==> src/rtl/page_walker_pkg.sv <==
package page_walker_pkg;

  typedef enum logic [1:0] {
    FAULT_NONE   = 2'd0,
    FAULT_ABSENT = 2'd1,
    FAULT_PROT   = 2'd2
  } faultCode_e;

  localparam int ENTRY_PRESENT_BIT = 0;
  localparam int ENTRY_WRITE_BIT   = 1;
  localparam int ENTRY_USER_BIT    = 2;

  typedef struct packed {
    logic captureReq;
    logic loadPtr;
    logic loadResult;
    logic loadFault;
    logic useLevel2;
  } walkStrobes_t;

endpackage

==> src/rtl/page_walker_ctrl.sv <==
module page_walker_ctrl
  import page_walker_pkg::*;
(
  input  logic         clk,
  input  logic         rstN,
  input  logic         reqValid,
  output logic         reqReady,
  output logic         memReqValid,
  input  logic         memReqReady,
  input  logic         memRspValid,
  output logic         rspValid,
  input  logic         rspReady,
  input  faultCode_e   checkCode,
  output walkStrobes_t strobes
);

  typedef enum logic [2:0] {
    ST_IDLE, ST_L1_REQ, ST_L1_WAIT, ST_L2_REQ, ST_L2_WAIT, ST_DONE, ST_FAULT
  } walkState_e;

  walkState_e state, stateNext;

  always_ff @(posedge clk) begin
    if (!rstN) state <= ST_IDLE;
    else       state <= stateNext;
  end

  always_comb begin
    stateNext = state;
    strobes   = '0;
    unique case (state)
      ST_IDLE: if (reqValid) begin
        strobes.captureReq = 1'b1;
        stateNext = ST_L1_REQ;
      end
      ST_L1_REQ: if (memReqReady) stateNext = ST_L1_WAIT;
      ST_L1_WAIT: if (memRspValid) begin
        if (checkCode != FAULT_NONE) begin
          strobes.loadFault = 1'b1;
          stateNext = ST_FAULT;
        end else begin
          strobes.loadPtr = 1'b1;
          stateNext = ST_L2_REQ;
        end
      end
      ST_L2_REQ: begin
        strobes.useLevel2 = 1'b1;
        if (memReqReady) stateNext = ST_L2_WAIT;
      end
      ST_L2_WAIT: if (memRspValid) begin
        if (checkCode != FAULT_NONE) begin
          strobes.loadFault = 1'b1;
          stateNext = ST_FAULT;
        end else begin
          strobes.loadResult = 1'b1;
          stateNext = ST_DONE;
        end
      end
      ST_DONE, ST_FAULT: if (rspReady) stateNext = ST_IDLE;
      default: stateNext = ST_IDLE;
    endcase
  end

  assign reqReady    = (state == ST_IDLE);
  assign memReqValid = (state == ST_L1_REQ) || (state == ST_L2_REQ);
  assign rspValid    = (state == ST_DONE) || (state == ST_FAULT);

  // response held until taken
  assert_rsp_held_R9: assert property (@(posedge clk) disable iff (!rstN)
    rspValid && !rspReady |=> rspValid);

  // no new request accepted while a walk or response is pending
  assert_single_walk_R9: assert property (@(posedge clk) disable iff (!rstN)
    reqValid && reqReady |=> !reqReady);

  // memory request held while not accepted
  assert_memreq_held_R10: assert property (@(posedge clk) disable iff (!rstN)
    memReqValid && !memReqReady |=> memReqValid);

  // idle again right after the response handshake
  assert_return_idle_R9: assert property (@(posedge clk) disable iff (!rstN)
    rspValid && rspReady |=> reqReady && !rspValid);

endmodule

==> src/rtl/page_walker_datapath.sv <==
module page_walker_datapath
  import page_walker_pkg::*;
#(
  parameter int VA_W  = 32,
  parameter int IDX_W = 10,
  parameter int OFF_W = 12
) (
  input  logic             clk,
  input  logic             rstN,
  input  walkStrobes_t     strobes,
  input  logic [VA_W-1:0]  reqVaddr,
  input  logic             reqWrite,
  input  logic             reqUser,
  input  logic [VA_W-1:0]  tableBase,
  input  logic [VA_W-1:0]  memRspData,
  output logic [VA_W-1:0]  memReqAddr,
  output faultCode_e       checkCode,
  output logic [VA_W-1:0]  rspPaddr,
  output faultCode_e       rspFault
);

  localparam int PPN_W     = VA_W - OFF_W;
  localparam int ENTRY_SH  = OFF_W - IDX_W;
  localparam int L1_LO     = VA_W - IDX_W;
  localparam int L2_LO     = OFF_W;

  logic [VA_W-1:0]  vaddrReg;
  logic             writeReg;
  logic             userReg;
  logic [PPN_W-1:0] tablePpn;
  logic [VA_W-1:0]  paddrReg;
  faultCode_e       faultReg;

  always_ff @(posedge clk) begin
    if (!rstN) begin
      vaddrReg <= '0;
      writeReg <= 1'b0;
      userReg  <= 1'b0;
      tablePpn <= '0;
      paddrReg <= '0;
      faultReg <= FAULT_NONE;
    end else begin
      if (strobes.captureReq) begin
        vaddrReg <= reqVaddr;
        writeReg <= reqWrite;
        userReg  <= reqUser;
        paddrReg <= '0;
        faultReg <= FAULT_NONE;
      end
      if (strobes.loadPtr)    tablePpn <= memRspData[VA_W-1:OFF_W];
      if (strobes.loadResult) paddrReg <= {memRspData[VA_W-1:OFF_W], vaddrReg[OFF_W-1:0]};
      if (strobes.loadFault) begin
        paddrReg <= '0;
        faultReg <= checkCode;
      end
    end
  end

  always_comb begin
    if (!memRspData[ENTRY_PRESENT_BIT])
      checkCode = FAULT_ABSENT;
    else if ((writeReg && !memRspData[ENTRY_WRITE_BIT]) ||
             (userReg  && !memRspData[ENTRY_USER_BIT]))
      checkCode = FAULT_PROT;
    else
      checkCode = FAULT_NONE;
  end

  assign memReqAddr = strobes.useLevel2
    ? {tablePpn, vaddrReg[L2_LO +: IDX_W], {ENTRY_SH{1'b0}}}
    : {tableBase[VA_W-1:OFF_W], vaddrReg[L1_LO +: IDX_W], {ENTRY_SH{1'b0}}};

  assign rspPaddr = paddrReg;
  assign rspFault = faultReg;

  // a latched fault never comes with a nonzero address
  assert_fault_zero_addr_R11: assert property (@(posedge clk) disable iff (!rstN)
    strobes.loadFault |=> rspPaddr == '0 && rspFault != FAULT_NONE);

endmodule

==> src/rtl/page_walker.sv <==
module page_walker
  import page_walker_pkg::*;
#(
  parameter int VA_W  = 32,
  parameter int IDX_W = 10,
  parameter int OFF_W = 12
) (
  input  logic            clk,
  input  logic            rstN,
  input  logic            reqValid,
  output logic            reqReady,
  input  logic [VA_W-1:0] reqVaddr,
  input  logic            reqWrite,
  input  logic            reqUser,
  input  logic [VA_W-1:0] tableBase,
  output logic            memReqValid,
  input  logic            memReqReady,
  output logic [VA_W-1:0] memReqAddr,
  input  logic            memRspValid,
  input  logic [VA_W-1:0] memRspData,
  output logic            rspValid,
  input  logic            rspReady,
  output logic [VA_W-1:0] rspPaddr,
  output logic [1:0]      rspFault
);

  walkStrobes_t strobes;
  faultCode_e   checkCode;
  faultCode_e   faultOut;

  page_walker_ctrl u_ctrl (
    .clk(clk), .rstN(rstN),
    .reqValid(reqValid), .reqReady(reqReady),
    .memReqValid(memReqValid), .memReqReady(memReqReady),
    .memRspValid(memRspValid),
    .rspValid(rspValid), .rspReady(rspReady),
    .checkCode(checkCode), .strobes(strobes)
  );

  page_walker_datapath #(.VA_W(VA_W), .IDX_W(IDX_W), .OFF_W(OFF_W)) u_dp (
    .clk(clk), .rstN(rstN), .strobes(strobes),
    .reqVaddr(reqVaddr), .reqWrite(reqWrite), .reqUser(reqUser),
    .tableBase(tableBase), .memRspData(memRspData),
    .memReqAddr(memReqAddr), .checkCode(checkCode),
    .rspPaddr(rspPaddr), .rspFault(faultOut)
  );

  assign rspFault = faultOut;

  // stalled memory request keeps its address
  assert_memaddr_stable_R10: assert property (@(posedge clk) disable iff (!rstN)
    memReqValid && !memReqReady |=> $stable(memReqAddr));

  // response content steady while waiting for the client
  assert_rsp_stable_R9: assert property (@(posedge clk) disable iff (!rstN)
    rspValid && !rspReady |=> $stable(rspPaddr) && $stable(rspFault));

  // fault responses carry a zero address
  assert_fault_paddr_R11: assert property (@(posedge clk) disable iff (!rstN)
    rspValid && rspFault != 2'd0 |-> rspPaddr == '0);

  // entry reads are word aligned
  assert_aligned_R2: assert property (@(posedge clk) disable iff (!rstN)
    memReqValid |-> memReqAddr[1:0] == 2'b00);

endmodule

==> config.mk <==
export PLATFORM = sky130hd
export DESIGN_NAME = page_walker
export DESIGN_NICKNAME = d
export VERILOG_FILES = /design/src/rtl/page_walker_pkg.sv /design/src/rtl/page_walker_ctrl.sv /design/src/rtl/page_walker_datapath.sv /design/src/rtl/page_walker.sv
export SDC_FILE = /design/constraint.sdc
export NUM_CORES = 1
export LEC_CHECK = 0
export BUFFER_PORTS_ARGS = -buffer_cell sky130_fd_sc_hd__clkbuf_2
export CAP_MARGIN = 10
export CORE_ASPECT_RATIO = 1.5
export CORE_MARGIN = 10
export CORE_UTILIZATION = 45
export CTS_BUF_LIST = sky130_fd_sc_hd__clkbuf_4
export CTS_CLUSTER_DIAMETER = 30
export CTS_CLUSTER_SIZE = 12
export DETAILED_ROUTE_END_ITERATION = 7
export PLACE_DENSITY_LB_ADDON = 0.15
export SLEW_MARGIN = 5
export SYNTH_ARGS = -nofsm -noshare
export SYNTH_HDL_FRONTEND = slang
export SYNTH_HIERARCHICAL = 1
export SYNTH_SLANG_ARGS = --single-unit
==> constraint.sdc <==
create_clock -name clk -period 1.9 [get_ports clk]
set_input_delay 0 -clock clk [delete_from_list [all_inputs] [get_ports clk]]
set_output_delay 0 -clock clk [all_outputs]
set_load 0.005 [all_outputs]
==> out/qor_table.md <==
| Metric | Reported |
| --- | --- |
| Register area share after synthesis | 43.2% |
| Total half-perimeter wirelength after legalization and detailed placement | 7950 um |
| Synthesized area | 4220 sq um |
| Maximum clock path buffer count | 2 |
| Worst endpoint data arrival time | 1840 ps |
| Fraction of layout cells with a size suffix above 1 | 41.5% |
| Number of pins with negative max-slew slack in the final report | 0 |
| Number of vias per cell | 4.87 |
| Die Area | 13,700 sq um |
| Slowest stage cell on the critical path | dfxtp_4 |
| Post-Synthesis Cells | 409 |
| Total of buffers placed on input and output ports | 149 |
| Met2 global-route usage | 26.8% |
| Count of placed standard cells including taps | 656 |
| Fraction of the cycle the final worst path needs | 97.0% |
| Vertical extent of the die | 139 um |
| Leakage power of the design | 2.69 nW |
| H-tree levels | 3 |
| Endpoint required time on the critical path | 1900 ps |
| Vias in the first global route | 3,844 |
| Post-detailed-route count of antenna-violating nets | 0 |
| VDD IR max | 0.583 mV |
| Delay of the slowest cell on the worst path | 360 ps |
| Met3 track utilization from global routing | 5.29% |
| Hold Slack | 153 ps |
| Fmax | 0.543 GHz |
| Critical Path Start Type | flop |
| Pin count of the biggest net entering global routing | 47 |
| Routed via count | 3,600 |
| Placement Cell Area | 5170 sq um |
| Start-to-end type of the worst setup path | flop to output port |
| Delay-heaviest family, CP | simple AND/OR/NAND/NOR gates |
| Crit path cell chain | and2b_4 -> and2_4 -> buf_12 -> mux2_2 -> clkbuf_2 |
| Critical path endpoint category | output port |
| Result of the run | finished, final reports clean |
| Synth warnings | 6 |
| Tot GR Track Use | 16.2% |
| Detailed-routing iteration count for the pre-antenna-repair pass | 4 |
| # DRC | 0 |
| Fin crit period | 1840 ps |
| Routed WL | 12,000 um |
| Most used routing layer | met2 |
| Most frequent cells in the layout | 148 x clkbuf_2, 88 x dfxtp_1, 59 x dlygate4sd3_1, 58 x mux2i_1, 55 x nor2b_1 |
| Initial DRC count | 121 |
| Yosys reg bits | 91 |
| PnR Total Power | 5.15 mW |
| Synthesis-to-finish area growth | 46.5% |
| GP Congestion | 0.775 |
| Final design instance area without fill | 6180 sq um |
| Floorplan row count | 43 |
| Nets | 726 |
| TritonCTS clock tree | done |
| Horizontal die dimension | 99.0 um |
| Setup ws final | 57.3 ps |
| Hold Fails Final Rpt | 0 |
| Remaining Overflow, GRT | 0 |
| Unrepaired setup endpoints after global routing | yes |
| Initial Utilization | 45.8% |
| DR WL/cell | 16.2 um |
| Area of the core region | 9200 sq um |
| FILL cells | 724 |
| Number of clock sinks | 91 |
| Leading cell type in the layout, fill and taps excluded | clkbuf_2 |
| Buffer and inverter count on the worst path | 2 |
| Final setup viols | 0 |
| I/O Pins | 173 |
| Count of distinct cell types in the synthesized netlist | 32 |
| Pwr per Cell Area | 834 nW/um^2 |
| Place WS | 47.4 ps |
| Non-filler cells in the finished layout | 739 |
| Skew-Pair Late Insertion Delay | 440 ps |
| Class of the tightest hold or removal check | input port to flop |
| Antenna diode count | 0 |
| CTS Buf Count | 9 |
| Max-cap viol count | 0 |
| Number of antenna violations at the first check in global routing | 0 |
| Wire length of the first global-routing pass | 18,700 um |
| Met1 track utilization from global routing | 18.9% |
| Clock root buffer | clkbuf_4 |
| CTS clk-pin slew, worst paths | 130 ps |
| Worst setup skew after layout | 15.7 ps |
| Synthesized area per cell | 10.3 sq um |
| Critical-path maximum fanout | 13 |
## through the flow
step | TNS [ps] | util, %
floorplan | 0 | -
finish | 0 | 67.1
global route | -428 | 67.1
detailed placement | 0 | 56.2
CTS | -55.7 | 64.5
global placement | 0 | 56.2
## worst min-delay path: stages
cell      delay (ps)
clkbuf_2          90
and2_4           230
mux2i_1          170
nor2b_1           60
## layer usage
layer | vias up | share of wire [%]
met3 | 11 | 6.9
li1 | 1815 | -
met1 | 1665 | 41
met2 | 109 | 51
met4 | 0 | 1.2
met5 | - | 0
## area by class of cell
cell class / count / area, sq um / share of cell area (%)
multi-input cells: 280 / 2300 / 37.2
inverters: 4 / 15.0 / 0.243
flip-flops and latches: 91 / 1830 / 29.6
repair buffers: 236 / 1750 / 28.4
well taps: 112 / 140 / 2.27
clock inverters: 6 / 66.3 / 1.07
clock buffers: 10 / 75.1 / 1.22
## Yosys cell counts (all sizes together)
| cell | n | area (sq um) |
|---|---|---|
| nand2b | 3 | 18.8 |
| nand4b | 1 | 8.76 |
| nor3b | 36 | 375 |
| mux2 | 30 | 338 |
| xnor2 | 1 | 8.76 |
| xor2 | 1 | 8.76 |
| and2b | 1 | 10.0 |
| mux2i | 58 | 581 |
| nand2 | 4 | 15.0 |
| dfxtp | 91 | 1820 |
| o22ai | 1 | 6.26 |
| o31ai | 1 | 7.51 |
| buf | 27 | 178 |
| nor3 | 4 | 20.0 |
| nor4b | 2 | 23.8 |
| a31oi | 1 | 12.5 |
| conb | 1 | 3.75 |
| clkbuf | 8 | 30.0 |
| o221ai | 1 | 26.3 |
| and2 | 4 | 25.0 |
| nor2b | 55 | 344 |
| o311ai | 1 | 8.76 |
| a21oi | 34 | 174 |
| nor2 | 35 | 131 |
| inv | 4 | 15.0 |
| a41o | 1 | 10.0 |
| o21ai | 3 | 15.0 |
## report_power, final
part           switching, mW  internal [mW]
Sequential             0.127           2.12
Clock                  0.656          0.416
Combinational          0.841          0.989
Total                   1.62           3.53
## kinds of logic (layout without fill, tap and decap cells)
logic type | after synthesis | after routing | synth area share [%]
mux | 88 | 88 | 21.8
xor+xnor | 2 | 2 | 0.416
other cells | 1 | 2 | 0.0889
buf+inv | 39 | 256 | 5.28
compound gates | 43 | 43 | 6.17
flops | 91 | 91 | 43.2
simple gates | 145 | 145 | 23.1
## worst paths after layout
kind / from / end / slack (ps) / cells after the start
worst min register to register: u_dp/vaddrReg[6] / u_dp/rspPaddr[6] / 490 / 2
worst max register to register: u_dp/writeReg / u_dp/rspFault[1] / 110 / 9
worst min-delay path: reqValid / u_dp/vaddrReg[18] / 150 / 4
worst max-delay path: u_ctrl/state[2] / memReqAddr[8] / 60 / 5
## sequential cells by signal, indices dropped and copies added (netlist names)
signal / flops
u_dp/rspPaddr: 32
u_dp/vaddrReg: 32
u_dp/tablePpn: 20
u_ctrl/state: 3
u_dp/rspFault: 2
u_dp/userReg: 1
u_dp/writeReg: 1
## timing repair
action / CTS / global route
buffers inserted: 1 / 3
gates cloned: 0 / 4
hold buffers: 59 / 0
endpoints found under the hold margin: 79 / 0
gates resized for setup: 10 / 27
setup endpoints to repair: 30 / 84
(Power assumes the default switching activity.)
